**src/rtl/mmove_pkg.sv**
```systemverilog
package mmove_pkg;
  localparam int unsigned DATA_W     = 32;
  localparam int unsigned NLANE      = DATA_W / 8;
  localparam int unsigned LANE_IDX_W = $clog2(NLANE);

  typedef enum logic [1:0] {
    ST_IDLE = 2'd0,
    ST_RD   = 2'd1,
    ST_WR   = 2'd2
  } mv_state_e;

  // bytes per access for a size code; 0 marks the reserved code
  function automatic logic [2:0] size_bytes(input logic [1:0] code);
    case (code)
      2'b00:   return 3'd1;
      2'b01:   return 3'd2;
      2'b10:   return 3'd4;
      default: return 3'd0;
    endcase
  endfunction
endpackage

```
**src/rtl/mmove_addr.sv**
```systemverilog
module mmove_addr #(
  parameter int unsigned AW = 32
) (
  input  logic          clk,
  input  logic          rst,
  input  logic          load,
  input  logic          cont,
  input  logic [AW-1:0] rd_start,
  input  logic [AW-1:0] wr_start,
  input  logic          rd_inc,
  input  logic          wr_inc,
  input  logic          rd_adv,
  input  logic          wr_adv,
  input  logic [2:0]    rd_step,
  input  logic [2:0]    wr_step,
  output logic [AW-1:0] rd_addr,
  output logic [AW-1:0] wr_addr
);
  logic rd_inc_q, wr_inc_q;

  always_ff @(posedge clk) begin
    if (rst) begin
      rd_addr  <= '0;
      wr_addr  <= '0;
      rd_inc_q <= 1'b0;
      wr_inc_q <= 1'b0;
    end else if (load) begin
      rd_inc_q <= rd_inc;
      wr_inc_q <= wr_inc;
      if (!cont) begin
        rd_addr <= rd_start;
        wr_addr <= wr_start;
      end
    end else begin
      if (rd_adv && rd_inc_q) rd_addr <= rd_addr + AW'(rd_step);
      if (wr_adv && wr_inc_q) wr_addr <= wr_addr + AW'(wr_step);
    end
  end
endmodule

```
**src/rtl/mmove_pack.sv**
```systemverilog
module mmove_pack
  import mmove_pkg::*;
(
  input  logic                  clk,
  input  logic                  rst,
  input  logic                  load_en,
  input  logic [LANE_IDX_W-1:0] ofs,
  input  logic [2:0]            ld_nb,
  input  logic [DATA_W-1:0]     din,
  input  logic [2:0]            dr_nb,
  output logic [DATA_W-1:0]     dout
);
  logic [DATA_W-1:0] buf_q;
  logic [DATA_W-1:0] lane_d;
  logic [NLANE-1:0]  lane_we;

  for (genvar g = 0; g < NLANE; g++) begin : g_lane
    logic [LANE_IDX_W-1:0] rel;
    logic [LANE_IDX_W-1:0] src;
    assign rel = LANE_IDX_W'(g) - ofs;
    assign src = LANE_IDX_W'(g) + ofs;
    assign lane_we[g]       = load_en && ({1'b0, rel} < ld_nb);
    assign lane_d[g*8 +: 8] = din[{rel, 3'b000} +: 8];
    assign dout[g*8 +: 8]   = (3'(g) < dr_nb) ? buf_q[{src, 3'b000} +: 8] : 8'h00;
  end

  always_ff @(posedge clk) begin
    if (rst) begin
      buf_q <= '0;
    end else begin
      for (int i = 0; i < NLANE; i++) begin
        if (lane_we[i]) buf_q[i*8 +: 8] <= lane_d[i*8 +: 8];
      end
    end
  end
endmodule

```
**src/rtl/mmove_ctrl.sv**
```systemverilog
module mmove_ctrl
  import mmove_pkg::*;
#(
  parameter int unsigned LEN_W = 16
) (
  input  logic                  clk,
  input  logic                  rst,
  input  logic                  cmd_valid,
  input  logic [1:0]            cmd_rd_size,
  input  logic [1:0]            cmd_wr_size,
  input  logic [LEN_W-1:0]      cmd_len,
  input  logic                  bus_ready,
  output logic                  busy,
  output logic                  bus_req,
  output logic                  bus_we,
  output logic [1:0]            bus_size,
  output logic                  done,
  output logic                  err,
  output logic                  addr_load,
  output logic                  rd_adv,
  output logic                  wr_adv,
  output logic [2:0]            rd_nb,
  output logic [2:0]            wr_nb,
  output logic [LANE_IDX_W-1:0] ofs
);
  mv_state_e        state_q;
  logic [1:0]       rs_q, ws_q;
  logic [2:0]       chunk_q, ofs_q;
  logic [LEN_W-1:0] rem_q;
  logic             done_q, err_q;

  logic [2:0] c_rb, c_wb, c_chunk, rd_nxt, wr_nxt;
  logic       accept, c_bad, c_misfit, c_zero;

  assign c_rb     = size_bytes(cmd_rd_size);
  assign c_wb     = size_bytes(cmd_wr_size);
  assign c_bad    = (c_rb == 3'd0) || (c_wb == 3'd0);
  assign c_chunk  = (c_rb > c_wb) ? c_rb : c_wb;
  assign c_misfit = (cmd_len[1:0] & 2'(c_chunk - 3'd1)) != 2'b00;
  assign c_zero   = (cmd_len == '0);
  assign accept   = (state_q == ST_IDLE) && cmd_valid;

  assign rd_nb  = size_bytes(rs_q);
  assign wr_nb  = size_bytes(ws_q);
  assign rd_nxt = ofs_q + rd_nb;
  assign wr_nxt = ofs_q + wr_nb;

  assign addr_load = accept && !c_bad && !c_misfit && !c_zero;
  assign rd_adv    = (state_q == ST_RD) && bus_ready;
  assign wr_adv    = (state_q == ST_WR) && bus_ready;
  assign ofs       = ofs_q[LANE_IDX_W-1:0];

  assign busy     = (state_q != ST_IDLE);
  assign bus_req  = (state_q != ST_IDLE);
  assign bus_we   = (state_q == ST_WR);
  assign bus_size = (state_q == ST_WR) ? ws_q : rs_q;
  assign done     = done_q;
  assign err      = err_q;

  always_ff @(posedge clk) begin
    if (rst) begin
      state_q <= ST_IDLE;
      rs_q    <= 2'b00;
      ws_q    <= 2'b00;
      chunk_q <= 3'd1;
      ofs_q   <= 3'd0;
      rem_q   <= '0;
      done_q  <= 1'b0;
      err_q   <= 1'b0;
    end else begin
      done_q <= 1'b0;
      err_q  <= 1'b0;
      case (state_q)
        ST_IDLE: begin
          if (accept) begin
            if (c_bad || c_misfit) begin
              err_q <= 1'b1;
            end else if (c_zero) begin
              done_q <= 1'b1;
            end else begin
              rs_q    <= cmd_rd_size;
              ws_q    <= cmd_wr_size;
              chunk_q <= c_chunk;
              rem_q   <= cmd_len;
              ofs_q   <= 3'd0;
              state_q <= ST_RD;
            end
          end
        end
        ST_RD: begin
          if (bus_ready) begin
            if (rd_nxt == chunk_q) begin
              ofs_q   <= 3'd0;
              state_q <= ST_WR;
            end else begin
              ofs_q <= rd_nxt;
            end
          end
        end
        ST_WR: begin
          if (bus_ready) begin
            rem_q <= rem_q - LEN_W'(wr_nb);
            if (wr_nxt == chunk_q) begin
              ofs_q <= 3'd0;
              if (rem_q == LEN_W'(wr_nb)) begin
                state_q <= ST_IDLE;
                done_q  <= 1'b1;
              end else begin
                state_q <= ST_RD;
              end
            end else begin
              ofs_q <= wr_nxt;
            end
          end
        end
        default: state_q <= ST_IDLE;
      endcase
    end
  end
endmodule

```
**src/rtl/mmove_engine.sv**
```systemverilog
module mmove_engine
  import mmove_pkg::*;
#(
  parameter int unsigned AW    = 32,
  parameter int unsigned LEN_W = 16
) (
  input  logic              clk,
  input  logic              rst,
  input  logic              cmd_valid,
  input  logic [AW-1:0]     cmd_rd_addr,
  input  logic [AW-1:0]     cmd_wr_addr,
  input  logic [1:0]        cmd_rd_size,
  input  logic [1:0]        cmd_wr_size,
  input  logic              cmd_rd_inc,
  input  logic              cmd_wr_inc,
  input  logic              cmd_cont,
  input  logic [LEN_W-1:0]  cmd_len,
  output logic              busy,
  output logic              done,
  output logic              err,
  output logic              bus_req,
  output logic              bus_we,
  output logic [AW-1:0]     bus_addr,
  output logic [1:0]        bus_size,
  output logic [DATA_W-1:0] bus_wdata,
  input  logic [DATA_W-1:0] bus_rdata,
  input  logic              bus_ready
);
  logic                  addr_load, rd_adv, wr_adv;
  logic [2:0]            rd_nb, wr_nb;
  logic [LANE_IDX_W-1:0] ofs;
  logic [AW-1:0]         rd_addr, wr_addr;

  mmove_ctrl #(.LEN_W(LEN_W)) u_ctrl (
    .clk         (clk),
    .rst         (rst),
    .cmd_valid   (cmd_valid),
    .cmd_rd_size (cmd_rd_size),
    .cmd_wr_size (cmd_wr_size),
    .cmd_len     (cmd_len),
    .bus_ready   (bus_ready),
    .busy        (busy),
    .bus_req     (bus_req),
    .bus_we      (bus_we),
    .bus_size    (bus_size),
    .done        (done),
    .err         (err),
    .addr_load   (addr_load),
    .rd_adv      (rd_adv),
    .wr_adv      (wr_adv),
    .rd_nb       (rd_nb),
    .wr_nb       (wr_nb),
    .ofs         (ofs)
  );

  mmove_addr #(.AW(AW)) u_addr (
    .clk      (clk),
    .rst      (rst),
    .load     (addr_load),
    .cont     (cmd_cont),
    .rd_start (cmd_rd_addr),
    .wr_start (cmd_wr_addr),
    .rd_inc   (cmd_rd_inc),
    .wr_inc   (cmd_wr_inc),
    .rd_adv   (rd_adv),
    .wr_adv   (wr_adv),
    .rd_step  (rd_nb),
    .wr_step  (wr_nb),
    .rd_addr  (rd_addr),
    .wr_addr  (wr_addr)
  );

  mmove_pack u_pack (
    .clk     (clk),
    .rst     (rst),
    .load_en (rd_adv),
    .ofs     (ofs),
    .ld_nb   (rd_nb),
    .din     (bus_rdata),
    .dr_nb   (wr_nb),
    .dout    (bus_wdata)
  );

  assign bus_addr = bus_we ? wr_addr : rd_addr;
endmodule

```
**config.mk**
```make
export PLATFORM = sky130hd
export DESIGN_NAME = mmove_engine
export DESIGN_NICKNAME = d
export VERILOG_FILES = /design/src/rtl/mmove_pkg.sv /design/src/rtl/mmove_addr.sv /design/src/rtl/mmove_pack.sv /design/src/rtl/mmove_ctrl.sv /design/src/rtl/mmove_engine.sv
export SDC_FILE = /design/constraint.sdc
export NUM_CORES = 1
export LEC_CHECK = 0
export BUFFER_PORTS_ARGS = -buffer_cell sky130_fd_sc_hd__buf_2
export CAP_MARGIN = 10
export CORE_MARGIN = 1.5
export CORE_UTILIZATION = 40
export DETAILED_ROUTE_END_ITERATION = 8
export GPL_ROUTABILITY_DRIVEN = 0
export SYNTH_ARGS = -nofsm -noshare
export SYNTH_HDL_FRONTEND = slang
export SYNTH_SLANG_ARGS = --single-unit
export TNS_END_PERCENT = 100
```
**constraint.sdc**
```tcl
create_clock -name clk -period 4.2 [get_ports clk]
set_clock_uncertainty 0.1 [all_clocks]
set_input_delay 0.84 -clock clk [delete_from_list [all_inputs] [get_ports clk]]
set_output_delay 0.84 -clock clk [all_outputs]
set_load 0.05 [all_outputs]
```
# Yosys cells after proc, flatten, opt, wreduce, memory -nomap -nowiden
# Cells that the tools add are included.
# Widths: inputs -> output; s select.
dict set report op_classes {
  bitwise 5
  reduce_logical 38
  n_lt_le_gt_ge 9
  add_sub_neg 13
  shifts 8
  muxes 47
  n_eq_ne 21
}
# cell count
set ops {}
lappend ops {{$shiftx 32x6->8} 8}
lappend ops {{$mux 32} 7}
lappend ops {{$add 32x3->32} 2}
lappend ops {{$mux 16} 4}
lappend ops {{$pmux 3 s3} 5}
lappend ops {{$mux 8} 4}
lappend ops {{$pmux 16 s2} 1}
lappend ops {{$mux 3} 8}
lappend ops {{$eq 16x3->1} 1}
lappend ops {{$logic_not 16->1} 1}
lappend ops {{$mux 2} 8}
lappend ops {{$sub 16x3->16} 1}
lappend ops {{$logic_and 1x1->1} 12}
lappend ops {{$lt 2x3->1} 4}
lappend ops {{$eq 2x1->1 const B} 5}
lappend ops {{$eq 2x2->1 const B} 5}
lappend ops {{$logic_not 2->1} 5}
lappend ops {{$ne 2x2->1 const B} 5}
lappend ops {{$reduce_bool 2->1} 5}
lappend ops {{$mux 1} 8}
lappend ops {{$reduce_and 7->1} 1}
lappend ops {{$add 3x3->3} 2}
lappend ops {{$eq 3x3->1} 2}
lappend ops {{$logic_not 3->1} 2}
lappend ops {{21 further kinds} 35}
dict set report totals {
  inputBits 123
  ff_bits 128
  output_inout_bits 71
}

# Longest topological paths before layout
dict set report logic_depth {
  ltp_word 12
  mapped_depth 14
}

# Modules after synthesis
# From an unflattened synthesis, not the netlist that was laid out.
dict set report hier_totals {
  cells_unflattened 1195
  hier_area_um2 10229.8
}
# mod instances cells_each seq_area_each_um2 area_per_inst_um2
set modules_own_cells {}
lappend modules_own_cells {mmove_addr 1 548 1321.3 4351.7}
lappend modules_own_cells {mmove_pack 1 311 640.6 2955.3}
lappend modules_own_cells {mmove_ctrl 1 300 600.6 2378.5}
lappend modules_own_cells {mmove_engine 1 36 0.0 544.3}

# Least setup slack after synthesis
# OpenSTA, ideal clock, no wires.
dict set report synth_path {
  path_kind {input -> register}
  from {input cmd_wr_size[1]}
  to {register u_ctrl.state_q[0]}
  path_stages 12
  required_time_ns 4.030
  setup_time_ns 0.070
  t_arrival_ns 3.612
  path_buffers 2
  slack_ns 0.418
  cell_sequence {clkbuf_1 > nor2b_1 > inv_1 > ha_1 > and3b_4 > o21ai_4 > mux2i_1 > a221o_1 > buf_6 > o31a_4 > or4_1 > a21oi_1}
}
dict set report synth_between {
  elab_chain_cells 10
  word_cells_on_any_way 14
  cone_classes {add/sub: 1; order compare: 1; eq/ne: 3; mux: 2; bitwise: 1; reduce/logical: 6}
}
# item line
set synth_lines {}
lappend synth_lines {{start: declaration} mmove_engine.sv:13} ;# input logic [1:0] cmd_wr_size,
lappend synth_lines {{$eq 2x2->1, or another cell as far along} mmove_pkg.sv:14} ;# case (code)
lappend synth_lines {{$pmux 3 s3 (*)} mmove_pkg.sv:14}
lappend synth_lines {{$gt 3x3->1} mmove_ctrl.sv:38} ;# assign c_chunk = (c_rb > c_wb) ? c_rb : c_wb;
lappend synth_lines {{$mux 3} mmove_ctrl.sv:38}
lappend synth_lines {{$sub 2x1->2} mmove_ctrl.sv:39} ;# assign c_misfit = (cmd_len[1:0] & 2'(c_chunk - 3'd1)) != 2'b00;
lappend synth_lines {{$and 2x2->2} mmove_ctrl.sv:39}
lappend synth_lines {{$reduce_bool 2->1} mmove_ctrl.sv:39}
lappend synth_lines {{$logic_or 1x1->1 (*)} mmove_ctrl.sv:76} ;# if (c_bad || c_misfit) begin
lappend synth_lines {{$ne 2x2->1 (no line) (*)} n/a}
lappend synth_lines {{$reduce_and 7->1 (no line) (*)} n/a}
lappend synth_lines {{end signal: assignment} mmove_ctrl.sv:62} ;# state_q <= ST_IDLE;
lappend synth_lines {{end signal: assignment} mmove_ctrl.sv:86} ;# state_q <= ST_RD;
lappend synth_lines {{end signal: assignment} mmove_ctrl.sv:94} ;# state_q <= ST_WR;
lappend synth_lines {{end: declaration} mmove_ctrl.sv:26} ;# mv_state_e state_q;
# Mark *: on every way between the ends. The rest lies on a longest branch, timed or not.
# A chain may end at the register's enable or synchronous reset.

# Worst setup path after layout
dict set report layout_path {
  from {input cmd_wr_size[1]}
  to {register u_addr.wr_addr[17]}
}
dict set report layout_between {
  elab_chain_cells 12
  word_cells_on_any_way 20
  cone_classes {add/sub: 1; order compare: 1; eq/ne: 3; mux: 3; bitwise: 1; reduce/logical: 11}
}
# item line
set layout_lines {}
lappend layout_lines {{$eq 2x2->1, or another cell as far along} mmove_pkg.sv:14}
lappend layout_lines {{$pmux 3 s3 (*)} mmove_pkg.sv:14}
lappend layout_lines {{$gt 3x3->1} mmove_ctrl.sv:38}
lappend layout_lines {{$mux 3} mmove_ctrl.sv:38}
lappend layout_lines {{$sub 2x1->2} mmove_ctrl.sv:39}
lappend layout_lines {{$and 2x2->2} mmove_ctrl.sv:39}
lappend layout_lines {{$reduce_bool 2->1} mmove_ctrl.sv:39}
lappend layout_lines {{$logic_not 1->1} mmove_ctrl.sv:48} ;# assign addr_load = accept && !c_bad && !c_misfit && !c_zero;
lappend layout_lines {{$logic_and 1x1->1 (*) (2 in a row)} mmove_ctrl.sv:48}
lappend layout_lines {{$ne 2x2->1 (no line) or $reduce_bool 2->1 (tied branches)} n/a}
lappend layout_lines {{$reduce_and 2->1 (no line)} n/a}
lappend layout_lines {{end signal: assignment} mmove_addr.sv:32} ;# wr_addr <= wr_start;
lappend layout_lines {{end signal: assignment} mmove_addr.sv:36} ;# if (wr_adv && wr_inc_q) wr_addr <= wr_addr + AW'(wr_step);
lappend layout_lines {{end: declaration} mmove_addr.sv:17} ;# output logic [AW-1:0] wr_addr
# Marks and branches as above.

==> key figures <==
Detailed routing
  – Final WL: 30,900 microns
  – WL per Instance: 19.2 microns
  – Vias per inst: 5.88
  – DRC Markers: 0
  – Vias: 9,463
  – Pre-antenna DRT Iters: 5
  – 1st-iter DRT viols: 826
  – Final ANT Viol Nets: 0

Timing
  – Headroom to the max-slew limit: 42.7%
  – Final Hold Viols: 0
  – Setup violations, final: 0
  – Period minus WS final: 3.67 ns
  – Worst setup margin: 0.529 ns
  – Fmax: 272 MHz
  – RSZ-0062 raised after global routing: no
  – Least-Margin Pin Slew: 0.860 ns
  – Final period util: 87.4%
  – Final hold slack: 0.365 ns
  – Setup_tns: 0 ns
  – Pins Over Slew Limit: 0

Yosys
  – Ranking of synthesized cells by area: dfxtp_1 (27%), mux4_2 (11%), mux2_2 (4.5%)
  – Synth cell types: 77
  – Sequential element share of the synthesized area: 26.7%
  – FFs w/ async S/R, synth: 0%
  – Syn_nets: 1,270
  – Cell count after synthesis: 1,114
  – Area fraction of the dominant cell type after synthesis: 26.7%
  – Syn. warnings: 0
  – Mapped cell area: 9600 sq um
  – Number of flops mapped to enable cells by yosys: 0
  – Primary FF master, synth: dfxtp_1
  – Syn Area/Cell: 8.62 sq um
  – Synth area leader: dfxtp_1
  – #FFs+latches synth: 128

Finish
  – # diodes: 0
  – Fin nets: 1,434
  – Non-filler cells, final: 1,610
  – P&R area growth vs syn: 20.6%
  – Layout cells sized above 1: 28.4%

Global routing
  – Vias in the first global route: 8,779
  – Overall Global Routing Usage: 24.8%
  – First-pass GRT wire length: 47,700 microns
  – Pin count of the biggest net entering global routing: 75
  – Total gr overflow: 0
  – Initial antenna violation count: 0

Die
  – I/O pin total: 194
  – DIE AREA: 24,900 sq um
  – Core area: 23,500 sq um
  – # rows: 56
  – Die height: 158 microns
  – Die W: 158 microns
  – Initial Util: 40.8%

Clock tree
  – CTS Sinks: 128
  – Setup bufs post-CTS: 0
  – Bufs on Longest Clock Path: 2
  – CTS Hold Bufs: 0
  – CTS buffer count: 17
  – Worst-Skew Late Latency: 0.43 ns
  – Clock Tree Root: clkbuf_16
  – Clock slew at reported path FFs: 0.06 ns
  – CTS tree: done
  – H-tree depth: 4
  – # resized after CTS: 0

Setup path
  – WS Path Type: in2reg
  – Worst path required time: 4.42 ns
  – Worst path arrival time: 3.89 ns
  – Top delay family on crit path: compound AO/OA/AOI/OAI gates
  – Critical path launch point type: primary input
  – Worst path cell trace: buf_2 -> nor2b_1 -> inv_1 -> ha_1 -> and3b_4 -> o21ai_4 -> mux2i_1 -> a221o_1 -> o31ai_2 -> buf_4 -> or4_1 -> o2111a_1
  – CP Max Fanout: 16
  – Critical path's largest stage delay: 0.52 ns
  – Crit. End Element: flop
  – WP buf/inv: 3
  – Critical-path top delay cell: or4_1
  – FF-to-FF setup slack: 0.91 ns

Power and ir drop
  – Pint: 2.86 mW
  – Clock share of power: 35.2%
  – Comb pwr share: 32.5%
  – Max VDD drop: 0.219 mV
  – Sequential power share: 32.3%
  – Pleak: 4.66 nW
  – Switching Share: 36.6%
  – Power Dens Cells: 390 nW/um^2
  – Psw: 1.66 mW

Placed design
  – DP Cell Count: 1,578
  – Worst slack at placement: 0.0941 ns
  – Number of port buffers: 193
  – Post-DP HPWL: 22,000 microns

Status
  – Status: finished clean

Flow run
  – Max Cap Violations: 0

Worst hold path
  – Hold Path Class: reg2reg
path summary, 6_finish.rpt:
path / start / to / cells past startpoint
max: cmd_wr_size[1] / u_addr.wr_addr[17] / 12
min: u_ctrl.rem_q[7] / u_ctrl.rem_q[7] / 2
max reg2reg: u_ctrl.ws_q[0] / u_ctrl.rem_q[6] / 10
min reg2reg: u_ctrl.rem_q[7] / u_ctrl.rem_q[7] / 2
Yosys cell counts (9+ instances only):
| cell type | number |
|---|---|
| dfxtp_1 | 128 |
| nor2_1 | 95 |
| nand2_1 | 93 |
| clkbuf_1 | 58 |
| a21oi_1 | 54 |
| mux4_2 | 48 |
| inv_1 | 41 |
| mux2i_1 | 40 |
| a211oi_1 | 38 |
| mux2_2 | 38 |
| nor3_1 | 38 |
| o21ai_0 | 38 |
| and2_1 | 37 |
| and3_1 | 29 |
| nand3_1 | 29 |
| ha_1 | 28 |
| a311oi_1 | 24 |
| nor2b_1 | 19 |
| nor4_1 | 17 |
| nand4_1 | 15 |
| a31oi_1 | 13 |
| buf_1 | 11 |
| buf_2 | 10 |
| o21ai_1 | 9 |
| xnor2_1 | 9 |
placed cells by master (no fill, tap or decap), types with 8 or more instances in the layout:
| cell type | count |
|---|---|
| a211oi_1 | 38 |
| a21oi_1 | 54 |
| a311oi_1 | 24 |
| a31oi_1 | 12 |
| and2_1 | 37 |
| and3_1 | 28 |
| buf_2 | 192 |
| buf_4 | 30 |
| clkbuf_16 | 17 |
| dfxtp_1 | 126 |
| ha_1 | 27 |
| inv_1 | 41 |
| mux2_2 | 38 |
| mux2i_1 | 40 |
| mux4_2 | 48 |
| nand2_1 | 93 |
| nand3_1 | 28 |
| nand4_1 | 15 |
| nor2_1 | 95 |
| nor2b_1 | 19 |
| nor3_1 | 38 |
| nor4_1 | 17 |
| o21ai_0 | 38 |
| o21ai_1 | 9 |
| o32ai_1 | 8 |
| xnor2_1 | 9 |
per-layer routing:
layer | global-route usage, % | share of wire [%] | vias up
met5 | 0 | 0 | -
met4 | 6.06 | 1.4 | 0
met3 | 3.78 | 5.7 | 26
met2 | 40.1 | 47 | 321
met1 | 34.5 | 46 | 4561
li1 | - | - | 4555
stage by stage:
stage / power, mW / area [sq um] / util (%)
after floorplan: 2.50 / 9600 / -
after global placement: 2.92 / 11000 / 46.5
after detailed placement: 2.93 / 11000 / 46.5
after CTS: 4.53 / 11600 / 49.2
after global routing: 4.74 / 11600 / 49.2
final: 4.52 / 11600 / 49.2
flip-flops by register name, indices dropped and copies added (netlist names):
register,cells
u_addr.rd_addr,32
u_ctrl.err,1
u_ctrl.rs_q,2
u_pack.buf_q,32
u_addr.wr_inc_q,1
u_ctrl.rem_q,16
u_addr.wr_addr,32
u_ctrl.chunk_q,3
u_ctrl.done,1
u_ctrl.ofs_q,3
u_ctrl.state_q,2
u_addr.rd_inc_q,1
u_ctrl.ws_q,2
power by group through the flow:
| stage | sequential (mW) | clock, mW | combinational, mW |
|---|---|---|---|
| after global placement | 1.48 | 0 | 1.44 |
| after global routing | 1.48 | 1.67 | 1.60 |
| after CTS | 1.46 | 1.61 | 1.46 |
| final | 1.46 | 1.59 | 1.47 |
| after floorplan | 1.45 | 0 | 1.06 |
| after detailed placement | 1.48 | 0 | 1.45 |
layout make-up:
class / count / area [sq um]
Inverter: 42 / 158
Clock buffer: 21 / 470
Fill cell: 2345 / 12000
Timing Repair Buffer: 226 / 1270
Multi-Input combinational cell: 863 / 6570
Tap cell: 319 / 399
Clock inverter: 11 / 153
Sequential cell: 128 / 2570
worst register-to-register path, stage by stage, from the launching register on:
cell and delay (ns):
dfxtp_1 0.35, inv_1 0.12, ha_1 0.63, inv_1 0.15, ha_1 0.36, nor2b_1 0.16, nor3_1 0.50, nand2_1 0.20
or3_1 0.34, a21oi_1 0.15, o32ai_1 0.09
logic make-up (layout without fill, tap and decap cells):
| group | Yosys count | after routing | share of synthesized area (%) |
|---|---|---|---|
| AO/OA/AOI/OAI | 275 | 275 | 20.4 |
| XOR/XNOR | 15 | 15 | 1.37 |
| adder cells (fa/ha/maj) | 33 | 33 | 4.69 |
| buffers and inverters | 123 | 300 | 5.06 |
| flip-flops | 128 | 128 | 26.7 |
| multiplexers | 126 | 126 | 19.9 |
| AND/OR/NAND/NOR | 414 | 414 | 21.9 |
(Power assumes the default switching activity.)
